`config.mk`:
```
export PLATFORM = sky130hd
export DESIGN_NAME = rng_regfront
export DESIGN_NICKNAME = d
export VERILOG_FILES = /design/src/rtl/rngf_pkg.sv /design/src/rtl/rngf_lfsr.sv /design/src/rtl/rngf_irq.sv /design/src/rtl/rng_regfront.sv
export SDC_FILE = /design/constraint.sdc
export NUM_CORES = 1
export LEC_CHECK = 0
export ABC_AREA = 1
export BUFFER_PORTS_ARGS = -buffer_cell sky130_fd_sc_hd__buf_4
export CAP_MARGIN = 20
export CORE_MARGIN = 1
export CORE_UTILIZATION = 35
export DETAILED_ROUTE_END_ITERATION = 10
export GPL_TIMING_DRIVEN = 0
export PLACE_DENSITY = 0.52
export SETUP_SLACK_MARGIN = 0.3
export SLEW_MARGIN = 40
export SYNTH_ARGS = -nofsm -noshare
export SYNTH_HDL_FRONTEND = slang
export SYNTH_SLANG_ARGS = --single-unit
```
`constraint.sdc`:
```
create_clock -name clk -period 2.31 [get_ports clk]
set_input_delay 0.3465 -clock clk [delete_from_list [all_inputs] [get_ports clk]]
set_output_delay 0.3465 -clock clk [all_outputs]
set_load 0.05 [all_outputs]
```
`src/rtl/rngf_pkg.sv`:
```
package rngf_pkg;
    localparam int WORD_W = 32;
    localparam logic [WORD_W-1:0] NONCE_MIX = 32'h5A5A_5A5A;
    localparam logic [WORD_W-1:0] LOCK_FILL = 32'h0000_0001;

    // interrupt source positions (decoded by software)
    localparam int SRC_RDY  = 0;
    localparam int SRC_SEED = 1;
    localparam int SRC_AGE  = 2;
    localparam int SRC_REQ  = 3;
    localparam int SRC_LOCK = 4;
    localparam int NSRC     = 5;

    typedef enum logic [1:0] {
        OP_IDLE   = 2'd0,
        OP_FILL   = 2'd1,
        OP_SEED   = 2'd2,
        OP_NONCE  = 2'd3
    } op_e;

    function automatic logic [WORD_W-1:0] gen_step(input logic [WORD_W-1:0] s);
        return {s[WORD_W-2:0], s[31] ^ s[21] ^ s[1] ^ s[0]};
    endfunction
endpackage

```
`src/rtl/rngf_lfsr.sv`:
```
module rngf_lfsr
    import rngf_pkg::*;
#(
    parameter int NWORDS = 8
) (
    input  logic                          clk,
    input  logic                          rst_n,
    input  logic                          load,
    input  logic [WORD_W-1:0]             load_val,
    input  logic                          adv,
    input  logic                          adv_full,
    output logic [WORD_W-1:0]             state,
    output logic [NWORDS-1:0][WORD_W-1:0] words,
    output logic                          lock_evt
);
    localparam int HALF = NWORDS / 2;

    logic [WORD_W-1:0] state_d, state_q;
    logic [WORD_W-1:0] chain [0:NWORDS];

    always_comb begin
        chain[0] = state_q;
        for (int i = 0; i < NWORDS; i++) begin
            chain[i+1] = gen_step(chain[i]);
            words[i]   = chain[i+1];
        end
        lock_evt = (state_q == '0);
        state_d  = state_q;
        if (load)
            state_d = load_val;
        else if (lock_evt)
            state_d = LOCK_FILL;
        else if (adv)
            state_d = adv_full ? chain[NWORDS] : chain[HALF];
    end

    always_ff @(posedge clk or negedge rst_n) begin
        if (!rst_n) state_q <= LOCK_FILL;
        else        state_q <= state_d;
    end

    assign state = state_q;
endmodule

```
`src/rtl/rngf_irq.sv`:
```
module rngf_irq
    import rngf_pkg::*;
(
    input  logic            clk,
    input  logic            rst_n,
    input  logic            ie_we,
    input  logic            is_we,
    input  logic            glob_wr,
    input  logic [NSRC-1:0] src_wr,
    input  logic [NSRC-1:0] set_vec,
    output logic            ie_glob,
    output logic [NSRC-1:0] ie_src,
    output logic [NSRC-1:0] is_vec,
    output logic            irq
);
    typedef struct packed {
        logic            glob;
        logic [NSRC-1:0] en;
        logic [NSRC-1:0] stat;
    } irq_st_t;

    irq_st_t st_d, st_q;

    always_comb begin
        st_d = st_q;
        if (ie_we) begin
            st_d.glob = glob_wr;
            st_d.en   = src_wr;
        end
        // clear first, then set: a set on the same edge wins
        if (is_we)
            st_d.stat = st_q.stat & ~src_wr;
        st_d.stat = st_d.stat | set_vec;
    end

    always_ff @(posedge clk or negedge rst_n) begin
        if (!rst_n) st_q <= '0;
        else        st_q <= st_d;
    end

    assign ie_glob = st_q.glob;
    assign ie_src  = st_q.en;
    assign is_vec  = st_q.stat;
    assign irq     = st_q.glob && ((st_q.stat & st_q.en) != '0);
endmodule

```
`src/rtl/rng_regfront.sv`:
```
module rng_regfront
    import rngf_pkg::*;
#(
    parameter int          NWORDS       = 8,
    parameter int          RESEED_CYC   = 8,
    parameter int          FILL_CYC     = 4,
    parameter logic [31:0] FEATURE_WORD = 32'h0000_000D,
    parameter logic [31:0] BUILD_WORD   = 32'h0000_0038
) (
    input  logic        clk,
    input  logic        rst_n,
    input  logic [7:0]  bus_addr,
    input  logic        bus_we,
    input  logic [31:0] bus_wdata,
    output logic [31:0] bus_rdata,
    input  logic [31:0] seed_in,
    output logic        irq
);
    localparam int CNT_W = $clog2(RESEED_CYC + 1);
    localparam int IDX_W = $clog2(NWORDS);
    localparam int HALF  = NWORDS / 2;

    localparam logic [7:0] A_CMD  = 8'h00;
    localparam logic [7:0] A_STAT = 8'h04;
    localparam logic [7:0] A_MODE = 8'h08;
    localparam logic [7:0] A_IE   = 8'h10;
    localparam logic [7:0] A_IS   = 8'h14;
    localparam logic [7:0] A_BLD  = 8'h18;
    localparam logic [7:0] A_FEAT = 8'h1C;
    localparam logic [7:0] A_DATA = 8'h20;

    typedef struct packed {
        logic [CNT_W-1:0]                 cnt;
        op_e                              op;
        logic                             seeded;
        logic                             len256;
        logic [NWORDS-1:0][WORD_W-1:0]    data;
    } top_st_t;

    top_st_t st_d, st_q;

    logic [NSRC-1:0]                  set_vec;
    logic                             gen_load, gen_adv, lock_evt;
    logic [WORD_W-1:0]                gen_seed, lfsr_state;
    logic [NWORDS-1:0][WORD_W-1:0]    gen_words;
    logic                             ie_glob;
    logic [NSRC-1:0]                  ie_src, is_vec;
    logic                             cmd_hit;
    op_e                              cmd;

    assign cmd_hit = bus_we && (bus_addr == A_CMD);
    assign cmd     = op_e'(bus_wdata[1:0]);

    always_comb begin
        st_d     = st_q;
        set_vec  = '0;
        gen_load = 1'b0;
        gen_adv  = 1'b0;
        gen_seed = (st_q.op == OP_NONCE) ? (seed_in ^ NONCE_MIX) : seed_in;
        set_vec[SRC_LOCK] = lock_evt;

        if (st_q.cnt != '0) begin
            st_d.cnt = st_q.cnt - 1'b1;
            if (st_q.cnt == CNT_W'(1)) begin
                st_d.op = OP_IDLE;
                if (st_q.op == OP_FILL) begin
                    gen_adv = 1'b1;
                    set_vec[SRC_RDY] = 1'b1;
                    for (int i = 0; i < NWORDS; i++)
                        if (st_q.len256 || i < HALF)
                            st_d.data[i] = gen_words[i];
                end else begin
                    gen_load = 1'b1;
                    st_d.seeded = 1'b1;
                    set_vec[SRC_SEED] = 1'b1;
                end
            end
        end else if (cmd_hit) begin
            unique case (cmd)
                OP_FILL: begin
                    if (st_q.seeded) begin
                        st_d.cnt = CNT_W'(FILL_CYC);
                        st_d.op  = OP_FILL;
                    end else begin
                        set_vec[SRC_REQ] = 1'b1;
                    end
                end
                OP_SEED, OP_NONCE: begin
                    st_d.cnt = CNT_W'(RESEED_CYC);
                    st_d.op  = cmd;
                end
                default: ;
            endcase
        end

        if (bus_we && bus_addr == A_MODE)
            st_d.len256 = bus_wdata[3];
    end

    always_ff @(posedge clk or negedge rst_n) begin
        if (!rst_n) st_q <= '0;
        else        st_q <= st_d;
    end

    rngf_lfsr #(.NWORDS(NWORDS)) u_gen (
        .clk      (clk),
        .rst_n    (rst_n),
        .load     (gen_load),
        .load_val (gen_seed),
        .adv      (gen_adv),
        .adv_full (st_q.len256),
        .state    (lfsr_state),
        .words    (gen_words),
        .lock_evt (lock_evt)
    );

    rngf_irq u_irq (
        .clk     (clk),
        .rst_n   (rst_n),
        .ie_we   (bus_we && bus_addr == A_IE),
        .is_we   (bus_we && bus_addr == A_IS),
        .glob_wr (bus_wdata[31]),
        .src_wr  (bus_wdata[NSRC-1:0]),
        .set_vec (set_vec),
        .ie_glob (ie_glob),
        .ie_src  (ie_src),
        .is_vec  (is_vec),
        .irq     (irq)
    );

    always_comb begin
        bus_rdata = '0;
        if (bus_addr >= A_DATA && bus_addr < A_DATA + 8'(4 * NWORDS))
            bus_rdata = st_q.data[bus_addr[IDX_W+1:2]];
        else begin
            unique case (bus_addr)
                A_STAT:  bus_rdata[9] = st_q.seeded;
                A_MODE:  bus_rdata[3] = st_q.len256;
                A_IE:    bus_rdata = {ie_glob, {(31-NSRC){1'b0}}, ie_src};
                A_IS:    bus_rdata = {{(32-NSRC){1'b0}}, is_vec};
                A_BLD:   bus_rdata = BUILD_WORD;
                A_FEAT:  bus_rdata = FEATURE_WORD;
                default: bus_rdata = '0;
            endcase
        end
    end
endmodule

```
==> summary.md <==
| Metric | Value |
|---|---|
| CTS tree | `done` |
| Row Count | `54` |
| Fillcell total | `2167` |
| Number of port buffers | `79` |
| Final Setup Violations | `0` |
| Nets | `1257` |
| Top-area cell type share of the netlist area | `38.8%` |
| Critical path, cell by cell | `a221oi_1 -> o21ai_0 -> o211ai_1 -> nand4_1 -> buf_6` |
| Synthesized area | `7740 µm²` |
| R2r setup slk | `290 ps` |
| Fin cells | `1475` |
| Minimum clock period | `2100 ps` |
| CP Data Arrival Time | `1760 ps` |
| Maximum vdd drop | `0.854 mV` |
| Data required, critical path | `1960 ps` |
| Pre-CTS WS | `-165 ps` |
| Clock tree buffer depth | `2` |
| Synth Net Count | `1106` |
| Max-slew violations | `0` |
| Placed Instances | `1391` |
| Die H | `151 µm` |
| Most frequent cells after synthesis | `nand2_1, o21ai_0, dfrtp_1, inv_1, nor2_1` |
| Initial Util | `35.6%` |
| DR DRC count | `0` |
| Overall Global Routing Usage | `25.5%` |
| Cells after synthesis | `1031` |
| CP Launch Type | `flop` |
| Post-DRT Antenna Nets | `0` |
| Worst-path fanout max | `3` |
| Design area | `10800 µm²` |
| Wire per inst | `19.5 µm` |
| Skew final | `8.04 ps` |
| Async S/R FF share, synth | `100%` |
| First-pass GRT wire length | `43200 µm` |
| Post-route clock period utilization | `91.0%` |
| Die Width | `151 µm` |
| # H-tree levels | `4` |
| Worst-skew pair later-pin latency | `420 ps` |
| Clock transition at path regs | `60 ps` |
| Max Cap Violations | `0` |
| Ys flop type | `dfrtp_1` |
| Status | `finished, final reports clean` |
| Yosys warns | `0` |
| EDFF count, synth | `0` |
| DIE AREA | `22700 µm²` |
| Root buf cell | `clkbuf_16` |
| Hold-critical path depth | `2` |
| Share of cells above drive strength 1 | `34.6%` |
| Final TNS setup | `0 ps` |
| Initial drt markers | `676` |
| Yosys reg bits | `121` |
| Worst hold-check path type | `in2reg` |
| Pwr/cell area | `1480 nW/µm²` |
| Core area | `21800 µm²` |
| Area contributors post-synth | `dfrtp_1, nand2_1, o21ai_0` |
| Pre-antenna DRT Iters | `5` |
| Post-Syn Area per Cell | `7.50 µm²` |
| Vias in the first global route | `7452` |
| Worst Tran Pin Value | `559 ps` |
| WHS Endpoint | `u_irq.is_vec[2]$_DFFE_PN0P_` |
| Final Hold Fails | `0` |
| Antenna Cells | `0` |
| RD Place Congestion | `0.960` |
| Unrepaired setup endpoints after global routing | `yes` |
| Fmax | `0.476 GHz` |
| R2r endpoint | `u_gen.state[4]$_DFFE_PN0P_` |
| CTS buffer count | `17` |
| Setup ws final | `208 ps` |
| Sequential share of the synthesized area | `39.1%` |
| Total grt overflow | `0` |
| Initial antenna violation count | `0` |
| Lkg Pwr | `0.00490 µW` |
| Via count | `8011` |
| Most frequent cell after synthesis | `nand2_1` |
| Slowest stage delay, CP | `440 ps` |
| RR Startpoint | `u_gen.state[0]$_DFFE_PN1P_` |
| Area Growth Syn to Fin | `39.1%` |
| Synth cell types | `48` |
| Critical Path End Type | `output pin` |
| Final wirelength | `28700 µm` |
| Slowest stage cell on the critical path | `dfrtp_1` |
| # IOs | `108` |
| Largest net degree at the start of global routing | `68` |
| Hold path start | `bus_wdata[2]` |
| Crit path kind | `reg2out` |
| Post-Place Cell Area | `8860 µm²` |
| Area leader, netlist | `dfrtp_1` |
| Sink Count | `121` |
| Reg2Reg Depth | `13` |
| Max_slew headroom | `62.7%` |
| CP top delay family | `compound AO/OA/AOI/OAI gates` |
| Vias per cell | `5.43` |
| DP HPWL | `21400 µm` |
| Hold_ws | `116 ps` |
| Critical path buffers and inverters | `1` |
==> how the worst max path moves through the flow <==
stage                                from             to  cells past startpoint
floorplan                     bus_addr[6]  bus_rdata[11]                      6
finish              st_q[192]$_DFFE_PN0P_   bus_rdata[0]                      5
detailed placement            bus_addr[2]   bus_rdata[1]                      8
CTS                 st_q[160]$_DFFE_PN0P_   bus_rdata[2]                      8
global route                  bus_addr[4]   bus_rdata[2]                      8
global placement              bus_addr[2]   bus_rdata[1]                      8
==> cells by family after synthesis <==
group                  Yosys count  share of synthesized area (%)
AND/OR/NAND/NOR                411                           23.7
buffers and inverters          156                           8.26
AO/OA/AOI/OAI                  286                           21.1
multiplexers                    48                           6.23
XOR/XNOR                         9                           1.55
flip-flops                     121                           39.1
==> layout make-up <==
type / instances / area [µm²] / area share [%]
multi-input combinational: 754 / 4770 / 44.3
buffer: 65 / 499 / 4.64
inverter: 91 / 369 / 3.43
clock buffer: 17 / 425 / 3.95
sequential: 121 / 3040 / 28.3
tap: 280 / 350 / 3.26
clock inverter: 15 / 166 / 1.55
timing repair buffer: 132 / 1130 / 10.5
==> per-layer routing <==
layer / routed length, µm / GRT usage (%) / vias up / part of all wire, %
li1: - / - / 3809 / -
met1: 13400 / 36.8 / 3804 / 47
met2: 12800 / 39.4 / 343 / 45
met3: 1680 / 3.67 / 55 / 5.8
met4: 760 / 7.75 / 0 / 2.6
met5: 0 / 0 / - / 0
==> stage by stage <==
step / total power (µW) / utilization, %
after detailed placement: 10400 / 40.7
after global routing: 16800 / 49.5
final: 15900 / 49.5
after global placement: 10400 / 40.6
after floorplan: 8300 / -
after CTS: 14200 / 45.7
==> power breakdown <==
group | switching (µW) | internal [µW]
clock network | 1080 | 1610
registers | 1110 | 3030
logic | 5200 | 3860
total | 7390 | 8510
==> what timing repair did <==
item / CTS / global route
hold buffers: 1 / 0
endpoints found under the setup margin: 106 / 105
gates resized for setup: 116 / 201
pin swaps: 21 / 40
hold endpoints to repair: 53 / 0
cloned: 0 / 1
buffers inserted: 19 / 31
==> state kept, by name, summed over array words and instances (netlist names) <==
| signal | count |
|---|---|
| st_q | 78 |
| u_gen.state | 32 |
| u_irq.ie_glob | 1 |
| u_irq.ie_src | 5 |
| u_irq.is_vec | 5 |
==> cell usage in the layout, fill, tap and decap left out, drive strengths merged <==
master,Yosys,final
nand2,251,251
buf,29,170
o21ai,159,159
dfrtp,120,120
inv,90,94
nor2,75,75
nand3,65,65
a21oi,49,49
mux2i,47,47
clkbuf,36,43
o211ai,29,29
a22oi,14,14
o22ai,13,13
o221ai,7,7
nor3,7,7
a221oi,6,6
clkinvlp,0,5
nand4,5,5
nor4,5,5
clkinv,1,5
xor2,5,5
xnor2,4,4
a31oi,3,3
or2,2,2
bufinv,0,2
a211oi,1,1
o221a,1,1
o21bai,1,1
o2111ai,1,1
o311ai,1,1
nand3b,1,1
mux2,1,1
o21a,1,1
dlygate4sd3,0,1
dfstp,1,1
No activity file was read; power rests on OpenSTA's default activity.
